==> config.mk <==
export PLATFORM = sky130hd
export DESIGN_NAME = spi_port_master
export DESIGN_NICKNAME = d
export VERILOG_FILES = /design/src/rtl/spi_port_pkg.sv /design/src/rtl/spi_port_baud.sv /design/src/rtl/spi_port_shifter.sv /design/src/rtl/spi_port_master.sv
export SDC_FILE = /design/constraint.sdc
export NUM_CORES = 1
export LEC_CHECK = 0
export BUFFER_PORTS_ARGS = -buffer_cell sky130_fd_sc_hd__buf_2
export CORE_MARGIN = 1
export CORE_UTILIZATION = 50
export DETAILED_ROUTE_END_ITERATION = 6
export HOLD_SLACK_MARGIN = 0.03
export PLACE_DENSITY = 0.71
export RECOVER_POWER = 100
export REMOVE_ABC_BUFFERS = 1
export SLEW_MARGIN = 20
export SYNTH_ARGS = -nofsm -noshare
export SYNTH_HDL_FRONTEND = slang
export SYNTH_SLANG_ARGS = --single-unit
==> constraint.sdc <==
create_clock -name clk -period 5.4 [get_ports clk]
set_clock_uncertainty 0.2 [all_clocks]
set_input_delay 0.27 -clock clk [delete_from_list [all_inputs] [get_ports clk]]
set_output_delay 0.27 -clock clk [all_outputs]
set_load 0.03 [all_outputs]
==> src/rtl/spi_port_pkg.sv <==
// Shared constants for the SPI master port: register offsets, control strobe
// positions, mode fields and status bits. Assumes an 8-bit byte-offset bus.
package spi_port_pkg;
    localparam int ADDR_W = 8;
    localparam int BUS_W  = 32;

    localparam logic [ADDR_W-1:0] OFS_CTRL = 8'h00;
    localparam logic [ADDR_W-1:0] OFS_MODE = 8'h04;
    localparam logic [ADDR_W-1:0] OFS_IEN  = 8'h08;
    localparam logic [ADDR_W-1:0] OFS_IDIS = 8'h0C;
    localparam logic [ADDR_W-1:0] OFS_STAT = 8'h14;
    localparam logic [ADDR_W-1:0] OFS_RXD  = 8'h18;
    localparam logic [ADDR_W-1:0] OFS_TXD  = 8'h1C;
    localparam logic [ADDR_W-1:0] OFS_BAUD = 8'h20;
    localparam logic [ADDR_W-1:0] OFS_VER  = 8'hFC;

    localparam int CB_RX_RST = 2;
    localparam int CB_TX_RST = 3;
    localparam int CB_RX_ON  = 4;
    localparam int CB_RX_OFF = 5;
    localparam int CB_TX_ON  = 6;
    localparam int CB_TX_OFF = 7;

    localparam int MB_PHASE = 8;
    localparam int MB_LOOP  = 15;
    localparam int MB_POL   = 16;
    localparam int MB_CKOUT = 18;
    localparam logic [BUS_W-1:0] MODE_KEEP = 32'h0005_81CF;

    localparam int STAT_W   = 6;
    localparam int SB_RXRDY = 0;
    localparam int SB_TXRDY = 1;
    localparam int SB_OVR   = 5;
    localparam logic [STAT_W-1:0] IRQ_SRC = 6'b10_0011;

    typedef enum logic [1:0] {SH_IDLE, SH_SHIFT, SH_TAIL} shift_state_e;
endpackage

==> src/rtl/spi_port_baud.sv <==
// Serial clock timebase. While run is high it counts one serial clock period
// of max(divisor, MIN_DIV) input cycles and pulses lead at the half point and
// trail at the end. Assumes run drops to 0 between transfers so each start
// begins at count zero.
module spi_port_baud #(
    parameter int DIV_W   = 16,
    parameter int MIN_DIV = 6
) (
    input  logic             clk,
    input  logic             rst_n,
    input  logic             run,
    input  logic [DIV_W-1:0] divisor,
    output logic             lead,
    output logic             trail
);
    localparam logic [DIV_W-1:0] MIN_D = DIV_W'(MIN_DIV);
    localparam logic [DIV_W-1:0] ONE   = DIV_W'(1);

    logic [DIV_W-1:0] eff;
    logic [DIV_W-1:0] half;
    logic [DIV_W-1:0] cnt;

    // Apply the divisor floor and split the period into two halves.
    always_comb begin
        eff  = (divisor < MIN_D) ? MIN_D : divisor;
        half = eff >> 1;
    end

    // Period counter: restarts on every trail pulse and whenever idle.
    always_ff @(posedge clk) begin
        if (!rst_n)            cnt <= '0;
        else if (!run || trail) cnt <= '0;
        else                   cnt <= cnt + ONE;
    end

    assign lead  = run && (cnt == half - ONE);
    assign trail = run && (cnt == eff - ONE);
endmodule

==> src/rtl/spi_port_shifter.sv <==
// Byte shift engine. It loads a byte on take, shifts MSB first on the
// timebase pulses according to phase, and samples miso (or mosi when looped).
// After the last bit it holds chip select for one tail period unless another
// byte is ready. Assumes lead and trail never fall in the same cycle.
module spi_port_shifter #(
    parameter int W = 8
) (
    input  logic         clk,
    input  logic         rst_n,
    input  logic         tx_rst,
    input  logic         start_ok,
    input  logic [W-1:0] load_byte,
    input  logic         phase,
    input  logic         lpbk,
    input  logic         miso,
    input  logic         lead,
    input  logic         trail,
    output logic         take,
    output logic         run,
    output logic         done,
    output logic [W-1:0] rx_byte,
    output logic         mosi,
    output logic         second_half,
    output logic         cs_n
);
    import spi_port_pkg::*;

    localparam int CW = $clog2(W);
    localparam logic [CW-1:0] LAST    = CW'(W - 1);
    localparam logic [CW-1:0] BIT_ONE = CW'(1);

    shift_state_e state;
    logic [W-1:0]  txs;
    logic [W-1:0]  rxs;
    logic [CW-1:0] bitc;
    logic          mosi_q;
    logic          rx_in;

    // Handshake and data-path decode from the current state.
    always_comb begin
        done    = (state == SH_SHIFT) && trail && (bitc == LAST);
        take    = start_ok && ((state == SH_IDLE) || done ||
                               ((state == SH_TAIL) && trail));
        run     = (state != SH_IDLE);
        mosi    = phase ? mosi_q : txs[W-1];
        rx_in   = lpbk ? mosi : miso;
        rx_byte = phase ? {rxs[W-2:0], rx_in} : rxs;
    end

    // Sequencing of load, per-edge shifting, tail hold and chip select.
    always_ff @(posedge clk) begin
        if (!rst_n) begin
            state       <= SH_IDLE;
            txs         <= '0;
            rxs         <= '0;
            bitc        <= '0;
            mosi_q      <= 1'b0;
            second_half <= 1'b0;
            cs_n        <= 1'b1;
        end else if (tx_rst) begin
            state       <= SH_IDLE;
            bitc        <= '0;
            second_half <= 1'b0;
            cs_n        <= 1'b1;
        end else if (take) begin
            state       <= SH_SHIFT;
            txs         <= load_byte;
            bitc        <= '0;
            second_half <= 1'b0;
            cs_n        <= 1'b0;
        end else if (state == SH_SHIFT) begin
            if (lead) begin
                second_half <= 1'b1;
                if (phase) begin
                    mosi_q <= txs[W-1];
                    txs    <= txs << 1;
                end else begin
                    rxs <= {rxs[W-2:0], rx_in};
                end
            end
            if (trail) begin
                second_half <= 1'b0;
                if (phase) rxs <= {rxs[W-2:0], rx_in};
                else       txs <= txs << 1;
                bitc <= bitc + BIT_ONE;
                if (bitc == LAST) state <= SH_TAIL;
            end
        end else if ((state == SH_TAIL) && trail) begin
            state <= SH_IDLE;
            cs_n  <= 1'b1;
        end
    end
endmodule

==> src/rtl/spi_port_master.sv <==
// Register-controlled SPI master port. It decodes the register file, holds
// one transmit byte and one received byte, tracks overrun, and drives a level
// interrupt from the masked status. Assumes single-cycle bus strobes with
// combinational read data and read side effects on bus_rd.
module spi_port_master #(
    parameter int          DIV_W      = 16,
    parameter int          MIN_DIV    = 6,
    parameter logic [31:0] VERSION_ID = 32'h0003_0100
) (
    input  logic        clk,
    input  logic        rst_n,
    input  logic        bus_wr,
    input  logic        bus_rd,
    input  logic [7:0]  bus_addr,
    input  logic [31:0] bus_wdata,
    output logic [31:0] bus_rdata,
    output logic        sck,
    output logic        mosi,
    input  logic        miso,
    output logic        cs_n,
    output logic        irq
);
    import spi_port_pkg::*;

    localparam int CHAR_W = 8;

    logic [BUS_W-1:0]  mode_q;
    logic [DIV_W-1:0]  div_q;
    logic              tx_en, rx_en;
    logic [STAT_W-1:0] mask_q, stat;
    logic [CHAR_W-1:0] hold_q, rx_data, rx_byte;
    logic              hold_full, rx_rdy, ovr_q, txrdy;
    logic              wr_ctrl, rx_rst, tx_rst, rhr_rd, txd_wr;
    logic              take, run, done, lead, trail, second_half;
    logic              start_ok, sck_pol;

    // Bus decode of write strobes and read side effects.
    always_comb begin
        wr_ctrl  = bus_wr && (bus_addr == OFS_CTRL);
        rx_rst   = wr_ctrl && bus_wdata[CB_RX_RST];
        tx_rst   = wr_ctrl && bus_wdata[CB_TX_RST];
        txd_wr   = bus_wr && (bus_addr == OFS_TXD) && tx_en && !hold_full;
        rhr_rd   = bus_rd && (bus_addr == OFS_RXD);
        start_ok = hold_full && tx_en && (div_q != '0);
        txrdy    = tx_en && !hold_full;
        sck_pol  = mode_q[MB_POL];
    end

    // Configuration registers: mode, divisor, interrupt mask.
    always_ff @(posedge clk) begin
        if (!rst_n) begin
            mode_q <= '0;
            div_q  <= '0;
            mask_q <= '0;
        end else if (bus_wr) begin
            if (bus_addr == OFS_MODE) mode_q <= bus_wdata & MODE_KEEP;
            if (bus_addr == OFS_BAUD) div_q  <= bus_wdata[DIV_W-1:0];
            if (bus_addr == OFS_IEN)  mask_q <= mask_q | (bus_wdata[STAT_W-1:0] & IRQ_SRC);
            if (bus_addr == OFS_IDIS) mask_q <= mask_q & ~bus_wdata[STAT_W-1:0];
        end
    end

    // Enable strobes; a disable bit wins over an enable bit.
    always_ff @(posedge clk) begin
        if (!rst_n) begin
            tx_en <= 1'b0;
            rx_en <= 1'b0;
        end else if (wr_ctrl) begin
            if (bus_wdata[CB_TX_OFF])     tx_en <= 1'b0;
            else if (bus_wdata[CB_TX_ON]) tx_en <= 1'b1;
            if (bus_wdata[CB_RX_OFF])     rx_en <= 1'b0;
            else if (bus_wdata[CB_RX_ON]) rx_en <= 1'b1;
        end
    end

    // Transmit holding register: filled by the bus, emptied by the engine.
    always_ff @(posedge clk) begin
        if (!rst_n) begin
            hold_q    <= '0;
            hold_full <= 1'b0;
        end else if (tx_rst || take) begin
            hold_full <= 1'b0;
        end else if (txd_wr) begin
            hold_q    <= bus_wdata[CHAR_W-1:0];
            hold_full <= 1'b1;
        end
    end

    // Receive holding register with ready and sticky overrun flags.
    always_ff @(posedge clk) begin
        if (!rst_n || rx_rst) begin
            rx_data <= '0;
            rx_rdy  <= 1'b0;
            ovr_q   <= 1'b0;
        end else if (done && rx_en) begin
            rx_data <= rx_byte;
            rx_rdy  <= 1'b1;
            if (rx_rdy && !rhr_rd) ovr_q <= 1'b1;
        end else if (rhr_rd) begin
            rx_rdy <= 1'b0;
        end
    end

    // Status vector and interrupt from unmasked sources.
    always_comb begin
        stat           = '0;
        stat[SB_RXRDY] = rx_rdy;
        stat[SB_TXRDY] = txrdy;
        stat[SB_OVR]   = ovr_q;
        irq            = |(stat & mask_q);
    end

    // Read data multiplexer.
    always_comb begin
        case (bus_addr)
            OFS_MODE: bus_rdata = mode_q;
            OFS_STAT: bus_rdata = {{(BUS_W-STAT_W){1'b0}}, stat};
            OFS_RXD:  bus_rdata = {{(BUS_W-CHAR_W){1'b0}}, rx_data};
            OFS_BAUD: bus_rdata = {{(BUS_W-DIV_W){1'b0}}, div_q};
            OFS_VER:  bus_rdata = VERSION_ID;
            default:  bus_rdata = '0;
        endcase
    end

    assign sck = mode_q[MB_CKOUT] ? (sck_pol ^ second_half) : sck_pol;

    spi_port_baud #(.DIV_W(DIV_W), .MIN_DIV(MIN_DIV)) u_baud (
        .clk(clk), .rst_n(rst_n), .run(run), .divisor(div_q),
        .lead(lead), .trail(trail)
    );

    spi_port_shifter #(.W(CHAR_W)) u_shift (
        .clk(clk), .rst_n(rst_n), .tx_rst(tx_rst), .start_ok(start_ok),
        .load_byte(hold_q), .phase(mode_q[MB_PHASE]), .lpbk(mode_q[MB_LOOP]),
        .miso(miso), .lead(lead), .trail(trail), .take(take), .run(run),
        .done(done), .rx_byte(rx_byte), .mosi(mosi),
        .second_half(second_half), .cs_n(cs_n)
    );
endmodule

Word-level counts from Yosys, hierarchy flattened
Cells that the tools add are included.

storage, ports and cells
  bits in latches = 0
  ROM bits = 0
  bits in registers = 93
  logic and storage cells = 145
  memories = 0
  bits of input ports = 45
  RAM bits = 0

operators by class
  add/sub/neg operators = 4
  magnitude comparators = 1
  eq/ne operators = 18
  reductions and logical operators = 60
  shift-type cells = 0
  multipliers = 0
  multiplexer cells = 34
  div/mod/pow operators = 0
  bitwise gates (word level) = 9

operator list
  operator                                              number
  case mux 19 bit (5 select lines)                      1
  2-to-1 mux 8 bit                                      11
  equality test 16 bit                                  2
  equality test 8 x 5 -> 1 bit (second input constant)  3
  AND reduction 2 bit                                   11
  logical AND 1 bit                                     18
  nonzero test 2 bit                                    9
  adder 16 x 1 -> 16 bit (second input constant)        1
  equality test 8 x 4 -> 1 bit (second input constant)  2
  < comparator 16 x 3 -> 1 bit (second input constant)  1
  2-to-1 mux 16 bit                                     1
  nonzero test 16 bit                                   1
  subtractor 15 x 1 -> 16 bit (second input constant)   1
  subtractor 16 x 1 -> 16 bit (second input constant)   1
  2-to-1 mux 1 bit                                      15
  AND 6 bit                                             2
  2-to-1 mux 6 bit                                      2
  AND reduction 3 bit                                   3
  equality test 8 x 3 -> 1 bit (second input constant)  1
  equality test 8 x 6 -> 1 bit (second input constant)  1
  equality test 8 bit (second input constant)           1
  logical NOT 8 bit                                     1
  2-to-1 mux 2 bit                                      4
  != test 2 bit (second input constant)                 3
  17 further kinds                                      30

Logic depth before layout (Yosys ltp)
Gate-level depths: netlist of run 1.

  word-level depth = 13
  depth in mapped cells = 17
  mapped depth without buffers = 14

Cells and area by module
From an unflattened synthesis of run 1, not the netlist that was laid out.

unflattened totals
  cell total of the unflattened synthesis = 644
  area, all modules = 5469.0 um2

by module, submodules not included
  module            area an instance (um2)  cells an instance  sequential area each (um2)  instances
  spi_port_master   2353.5                  275                1001.0                      1
  spi_port_baud     1880.6                  237                320.3                       1
  spi_port_shifter  1234.9                  132                480.5                       1

Worst setup path before layout of run 1
Ideal clock, no wire load.

  path kind = register -> register
  start = reg div_q[10]
  end = reg u_shift.rxs[0]
  data required time = 5.070 ns
  period minus slack after synthesis = 3.900 ns
  cell stages (with the launch flop) = 16
  library setup time = 0.130 ns
  arrival time = 3.570 ns
  slack = 1.500 ns
  cells stage by stage = dfxtp_1 > buf_6 > nor4_4 > and4_4 > a21oi_1 > inv_1 > ha_1 > nor3b_1 > nand2_1 > a21oi_1 > a31oi_1 > a222oi_1 > nand4_2 > o21bai_4 > a21oi_4 > mux2i_1

on the way
  longest elaborated chain between the ends = 12

ends and longest elaborated chain
  what                             RTL line                source
  start, declared                  spi_port_master.sv:28   logic [DIV_W-1:0] div_q;
  start signal, assigned           spi_port_master.sv:57   if (bus_addr == OFS_BAUD) div_q <= bus_wdata[DIV_W-1:0];
  < comparator 16 x 3 -> 1 bit     spi_port_baud.sv:25     eff = (divisor < MIN_D) ? MIN_D : divisor;
  2-to-1 mux 16 bit                spi_port_baud.sv:25
  subtractor 16 x 1 -> 16 bit      spi_port_baud.sv:37     assign trail = run && (cnt == eff - ONE);
  equality test 16 bit             spi_port_baud.sv:37
  logical AND 1 bit                spi_port_baud.sv:37
  logical AND 1 bit (2 in series)  spi_port_shifter.sv:41  done = (state == SH_SHIFT) && trail && (bitc == LAST);
  logical OR 1 bit (2 in series)   spi_port_shifter.sv:42  take = start_ok && ((state == SH_IDLE) || done ||
  logical AND 1 bit                spi_port_shifter.sv:42
  inverter 1 bit (no line)         --
  AND reduction 3 bit (no line)    --
  end signal, assigned             spi_port_shifter.sv:78  rxs <= {rxs[W-2:0], rx_in};
  end signal, assigned             spi_port_shifter.sv:83  if (phase) rxs <= {rxs[W-2:0], rx_in};
  end, declared                    spi_port_shifter.sv:34  logic [W-1:0] rxs;

Parallel ways exist; a longest one is shown, timed or not.
A chain may end at the register's enable or synchronous reset.

Final worst setup path of run 1
  start = reg div_q[7]
  end = reg rx_data[5]

on the way
  longest elaborated chain between the ends = 8

ends and longest elaborated chain
  what                                 RTL line                source
  < comparator 16 x 3 -> 1 bit         spi_port_baud.sv:25
  2-to-1 mux 16 bit (*)                spi_port_baud.sv:25
  subtractor 16 x 1 -> 16 bit (*)      spi_port_baud.sv:37
  equality test 16 bit (*)             spi_port_baud.sv:37
  logical AND 1 bit (*)                spi_port_baud.sv:37
  logical AND 1 bit (*) (2 in series)  spi_port_shifter.sv:41
  logical AND 1 bit (*)                spi_port_master.sv:95   end else if (done && rx_en) begin
  end signal, assigned                 spi_port_master.sv:96   rx_data <= rx_byte;
  end, declared                        spi_port_master.sv:31   logic [CHAR_W-1:0] hold_q, rx_data, rx_byte;

Mark *: on every way between the ends. The rest lies on a longest branch, timed or not.

==> results of run 1 <==
==> final timing paths <==
path | from | endpoint | slack, ns
min | bus_wr | mode_q[0]$_SDFFE_PN0P_ | 0.09
max | div_q[7]$_SDFFE_PN0P_ | rx_data[5]$_SDFFE_PP0P_ | 0.56
max reg2reg | div_q[7]$_SDFFE_PN0P_ | rx_data[5]$_SDFFE_PP0P_ | 0.56
min reg2reg | mode_q[0]$_SDFFE_PN0P_ | mode_q[0]$_SDFFE_PN0P_ | 0.27
==> state kept, by name, summed over array words and instances, names as in the netlist, 2 cells and up, named ones only <==
name	count
div_q	16
u_baud.cnt	16
mode_q	10
hold_q	8
rx_data	8
u_shift.rxs	8
u_shift.txs	8
u_shift.bitc	3
u_shift.state	2
==> worst reg2reg max path, cell delays in order (launching register included) <==
cell and delay (ns):
dfxtp_1 0.43, nor3_1 0.46, and4_4 0.44, a21oi_1 0.14
inv_1 0.17, ha_1 0.21, nor3b_1 0.39, nand2_1 0.09
a21oi_1 0.41, a31oi_1 0.20, a22oi_1 0.26, nand4_1 0.20
nor3_1 0.24, clkbuf_1 0.56, nor2_1 0.11, a211oi_1 0.25
==> per-layer routing <==
layer  GRT usage  wire length [um]
met1       0.363              6850
met2       0.481              7370
met3      0.0563              1000
met4       0.125               566
met5           0                 0
==> cells by family after synthesis <==
| kind of cell | synth area share |
|---|---|
| AOI/OAI and AO/OA | 0.209 |
| xor gates and xnor gates | 0.0881 |
| buffers and inverters | 0.0665 |
| muxes | 0.0602 |
| and+or+nand+nor | 0.238 |
| DFF | 0.324 |
| adders and majority gates | 0.0135 |
| other | 0.000674 |
==> synthesized netlist by cell type (7+ instances only) <==
cell / n / share of area
a211oi_1: 18 / 0.024
a21oi_1: 51 / 0.046
and2_1: 9 / 0.010
buf_4: 14 / 0.019
clkbuf_1: 40 / 0.027
dfxtp_1: 90 / 0.32
inv_1: 19 / 0.013
mux2i_1: 29 / 0.052
nand2_1: 90 / 0.061
nand2b_1: 7 / 0.0079
nand3_1: 40 / 0.036
nand4_1: 8 / 0.0090
nor2_1: 65 / 0.044
nor3_1: 15 / 0.013
nor3b_1: 7 / 0.0094
o21ai_0: 10 / 0.0090
o22ai_1: 7 / 0.0079
o31ai_1: 12 / 0.016
xnor2_1: 30 / 0.047
xor2_1: 26 / 0.041
==> what timing repair did <==
item	in CTS	in global routing
hold buffers	22	0
gates resized for setup	0	0
endpoints found under the hold margin	37	0
==> where the power goes <==
part | leakage (nW) | total, mW | switching (mW) | internal [mW]
clock network | 0.111 | 0.508 | 0.271 | 0.237
registers | 0.725 | 0.664 | 0.000413 | 0.663
logic | 1.42 | 0.0691 | 0.0446 | 0.0245
total | 2.26 | 1.24 | 0.316 | 0.925
==> layout make-up <==
cell class | count | area [um^2]
flip-flops and latches | 90 | 1800
inverters | 19 | 71.3
multi-input cells | 543 | 3440
fillers | 1015 | 4590
repair buffers | 88 | 547
clock inverters | 6 | 78.8
well taps | 140 | 175
clock buffers | 10 | 138
==> stage by stage <==
stage                     cells  area, um^2  setup WS (ns)
final                       896        6250          0.556
after global routing        896        6250          0.102
after CTS                   896        6290          0.713
after detailed placement    858        5860          0.733
after global placement      858        5860          0.822
after floorplan             652        5310           1.38
==> impl_metrics.env, run 1 <==
export IMPL_grt_pass1_wl_um=25800
export IMPL_cts_tree="done"
export IMPL_synth_area_um2=5570
export IMPL_grt_start_max_net_pins=42
export IMPL_crit_arrival_ns=4.96
export IMPL_reg2reg_depth=15
export IMPL_drc=0
export IMPL_synthArstFlopShare=0
export IMPL_grt_ovfl_total=0
export IMPL_synth_cell_types=74
export IMPL_totalPowerFinal_mw=1.24
export IMPL_hp_class="in -> reg"
export IMPL_vias_per_cell=5.98
export IMPL_yosysSeqAreaShare=0.324
export IMPL_rsz0062_at_grt="no"
export IMPL_cp_max_fo=18
export IMPL_setup_violations_final=0
export IMPL_grt_total_usage=0.290
export IMPL_finalSetupTns_ns=0
export IMPL_path_buf_inv=2
export IMPL_max_vdd_ir_drop_mv=0.210
export IMPL_crit_family="simple AND/OR/NAND/NOR gates"
export IMPL_htree_num_levels=3
export IMPL_critPathMaxStageDelay_ns=0.56
export IMPL_cp_cell_sequence="nor3_1 > and4_4 > a21oi_1 > inv_1 > ha_1 > nor3b_1 > nand2_1 > a21oi_1 > a31oi_1 > a22oi_1 > nand4_1 > nor3_1 > clkbuf_1 > nor2_1 > a211oi_1"
export IMPL_min_period_ns=4.84
export IMPL_maxSlewHeadroom=-0.313
export IMPL_finalWeightedCongestion=0.921
export IMPL_outcome="finished with violations"
export IMPL_num_antenna_cells=0
export IMPL_final_cell_mix="nand2_1, dfxtp_1, nor2_1"
export IMPL_fmax_mhz=206
export IMPL_start_util=0.514
export IMPL_core_um2=10800
export IMPL_ant_nets=0
export IMPL_synthToLayoutAreaGrowth_pct=12.2
export IMPL_cts_sinks=90
export IMPL_drt_iter0_markers=483
export IMPL_clk_pin_slew_ns=0.10
export IMPL_io_buffers=53
export IMPL_die_h_um=108
export IMPL_die_area_um2=11600
export IMPL_hold_viol=0
export IMPL_post_cts_buffers=0
export IMPL_start_kind="register"
export IMPL_violations="capacitance limit, slew limit"
export IMPL_syn_inst=701
export IMPL_synth_edf_count=0
export IMPL_grt_pass1_vias=5142
export IMPL_slew_viol_final=19
export IMPL_num_nets_final=802
export IMPL_io_pins=81
export IMPL_post_route_util=0.576
export IMPL_vias=5357
export IMPL_ys_warnings_count=0
export IMPL_required_ns=5.51
export IMPL_wire_per_inst_um=17.6
export IMPL_crit_cells=15
export IMPL_endpoint_kind="register"
export IMPL_powerDensity_nw_per_um2=199
export IMPL_ys_ff_latch=90
export IMPL_routed_wl_um=15800
export IMPL_root_buffer="clkbuf_8"
export IMPL_leakagePower_nw=2.26
export IMPL_numCtsBuffers=9
export IMPL_syn_avg_cell_area_um2=7.94
export IMPL_synth_flop_cell="dfxtp_1"
export IMPL_critPathKind="reg -> reg"
export IMPL_post_dp_hpwl_um=11500
export IMPL_clk_insertion_delay_late_ns=0.39
export IMPL_cts_max_path_buffers=2
export IMPL_rows=38
export IMPL_cap_violations=1
export IMPL_critPathSlowestCell="clkbuf_1"
export IMPL_die_w_um=108
export IMPL_first_pass_iters=5
export IMPL_grt_antenna_before_repair=0
export IMPL_worst_pin_slew_ns=1.97
export IMPL_drive_gt1_frac=0.114
export IMPL_holdWs_ns=0.0874
export IMPL_fin_crit_sh=0.897
export IMPL_hold_path_depth=3
Note: power is estimated with default switching activity, not from simulation.
==> run 2, diff against run 1 <==
--- a/config.mk
+++ b/config.mk
@@ -9,10 +9,12 @@
 export CORE_MARGIN = 1
 export CORE_UTILIZATION = 50
 export DETAILED_ROUTE_END_ITERATION = 6
+export GPL_TIMING_DRIVEN = 0
 export HOLD_SLACK_MARGIN = 0.03
 export PLACE_DENSITY = 0.71
 export RECOVER_POWER = 100
 export REMOVE_ABC_BUFFERS = 1
+export SKIP_CTS_REPAIR_TIMING = 1
 export SLEW_MARGIN = 20
 export SYNTH_ARGS = -nofsm -noshare
 export SYNTH_HDL_FRONTEND = slang
==> run 2 against run 1 <==
Effect of this change:
- the flow now finishes without violations
- cell area down 1.9%
- power down 0.57%
- die area did not move
- sequential share of layout area increased by 0.55 points
- cell count down 1.8%
- setup slack got worse by 0.030 ns
- critical path type unchanged
- largest cell class unchanged
==> impl_metrics.env, run 2 (synthesis gave the netlist of run 1 again) <==
export IMPL_path_buf_inv=1
export IMPL_finalWeightedCongestion=0.976
export IMPL_reg2reg_depth=14
export IMPL_grt_total_usage=0.267
export IMPL_post_dp_hpwl_um=11200
export IMPL_synthToLayoutAreaGrowth_pct=10.1
export IMPL_endpoint_kind="register"
export IMPL_rows=38
export IMPL_grt_pass1_vias=4761
export IMPL_grt_antenna_before_repair=0
export IMPL_top_layer_used="met4"
export IMPL_rrSetupSlack_ns=0.53
export IMPL_hold_viol=0
export IMPL_dr_wl_met3_um=940
export IMPL_routed_wl_met2_um=7010
export IMPL_outcome="finished, final reports clean"
export IMPL_maxSlewHeadroom=0.184
export IMPL_met1_length_um=6740
export IMPL_fin_crit_sh=0.903
export IMPL_slew_viol_final=0
export IMPL_routed_wl_um=15300
export IMPL_die_area_um2=11600
export IMPL_critPathKind="reg -> reg"
export IMPL_critPathMaxStageDelay_ns=0.48
export IMPL_r2r_start="div_q[9]$_SDFFE_PN0P_"
export IMPL_crit_path_frequent_cell="a21oi_1"
export IMPL_largestRegisters="div_q: 16 flops, u_baud.cnt: 16 flops, mode_q: 10 flops"
export IMPL_crit_arrival_ns=4.93
export IMPL_clk_insertion_delay_late_ns=0.37
export IMPL_clk_pin_slew_ns=0.10
export IMPL_io_buffers=53
export IMPL_max_vdd_ir_drop_mv=0.140
export IMPL_fill_cells=1032
export IMPL_final_cell_mix="nand2_1, dfxtp_1, nor2_1"
export IMPL_finalSetupTns_ns=0
export IMPL_drive_gt1_frac=0.104
export IMPL_cts_tree="done"
export IMPL_start_util=0.514
export IMPL_fmax_mhz=205
export IMPL_ant_nets=0
export IMPL_cts_sinks=90
export IMPL_grt_pass1_wl_um=24000
export IMPL_vias=5320
export IMPL_io_pins=81
export IMPL_grt_ovfl_total=0
export IMPL_leakagePower_nw=2.21
export IMPL_rr_endpoint="u_shift.rxs[3]$_SDFFE_PN0P_"
export IMPL_rsz0062_at_grt="no"
export IMPL_worst_pin_slew_ns=1.22
export IMPL_wire_per_inst_um=17.3
export IMPL_cts_max_path_buffers=2
export IMPL_htree_num_levels=3
export IMPL_drc=0
export IMPL_grt_start_max_net_pins=42
export IMPL_num_nets_final=786
export IMPL_hold_path_end="div_q[3]$_SDFFE_PN0P_"
export IMPL_root_buffer="clkbuf_8"
export IMPL_powerDensity_nw_per_um2=201
export IMPL_num_antenna_cells=0
export IMPL_min_period_ns=4.87
export IMPL_cap_violations=0
export IMPL_numCtsBuffers=9
export IMPL_hold_path_depth=3
export IMPL_die_w_um=108
export IMPL_core_um2=10800
export IMPL_cp_max_fo=12
export IMPL_holdWs_ns=0.0177
export IMPL_cp_cell_sequence="nor4_4 > and4_4 > a21oi_1 > inv_1 > ha_1 > nor3b_1 > nand2_1 > a21oi_1 > a31oi_1 > a222oi_1 > nand4_1 > o21bai_4 > a21oi_4 > mux2i_1"
export IMPL_multiInputGateArea_um2=3440
export IMPL_start_kind="register"
export IMPL_drt_iter0_markers=385
export IMPL_vias_per_cell=6.05
export IMPL_hold_start="bus_wdata[3]"
export IMPL_crit_family="compound AO/OA/AOI/OAI gates"
export IMPL_first_pass_iters=6
export IMPL_setup_violations_final=0
export IMPL_die_h_um=108
export IMPL_seqCellArea_um2=1800
export IMPL_hp_class="in -> reg"
export IMPL_critPathSlowestCell="nor4_4"
export IMPL_required_ns=5.45
run 2: report_power, final:
part	total, mW	internal, mW	switching, mW
registers	0.664	0.663	0.000671
logic	0.0657	0.0225	0.0432
clock network	0.504	0.228	0.276
run 2: worst max-delay path by stage:
stage | from | endpoint | slack [ns] | cells after the start
2_1_floorplan | div_q[9]$_SDFFE_PN0P_ | u_shift.rxs[0]$_SDFFE_PN0P_ | 1.38 | 14
3_3_place_gp | div_q[9]$_SDFFE_PN0P_ | rx_data[4]$_SDFFE_PP0P_ | 0.61 | 14
3_5_place_dp | div_q[9]$_SDFFE_PN0P_ | rx_data[4]$_SDFFE_PP0P_ | 0.56 | 14
4_1_cts | div_q[9]$_SDFFE_PN0P_ | rx_data[4]$_SDFFE_PP0P_ | 0.52 | 14
5_1_grt | div_q[9]$_SDFFE_PN0P_ | u_shift.second_half$_SDFFE_PP0P_ | 0.12 | 14
6_report | div_q[9]$_SDFFE_PN0P_ | u_shift.rxs[3]$_SDFFE_PN0P_ | 0.53 | 14
run 2: layout make-up:
class	instances	share of cell area
clock inverters	7	0.0157
inverters	19	0.0116
multi-input cells	543	0.561
well taps	140	0.0286
clock buffers	9	0.0202
repair buffers	72	0.0688
flip-flops and latches	90	0.294
run 2: through the flow:
step	util	cell area (um^2)	instances	power, mW	worst slack (ns)
floorplan	-	5310	652	0.708	1.38
global placement	0.531	5750	845	0.734	0.612
detailed placement	0.533	5780	847	0.735	0.563
CTS	0.554	6000	863	1.24	0.522
global route	0.566	6130	880	1.27	0.121
finish	0.566	6130	880	1.23	0.525
run 2: routing by layer:
| metal | global-route usage | vias to the layer above |
|---|---|---|
| met5 | 0 | - |
| met4 | 0.123 | 0 |
| met3 | 0.0418 | 39 |
| li1 | - | 2546 |
| met1 | 0.354 | 2517 |
| met2 | 0.424 | 218 |
run 2: tightest hold or removal path, stage by stage:
cell	delay (ns)
buf_2	0.15
nand2_1	0.07
a21oi_1	0.05
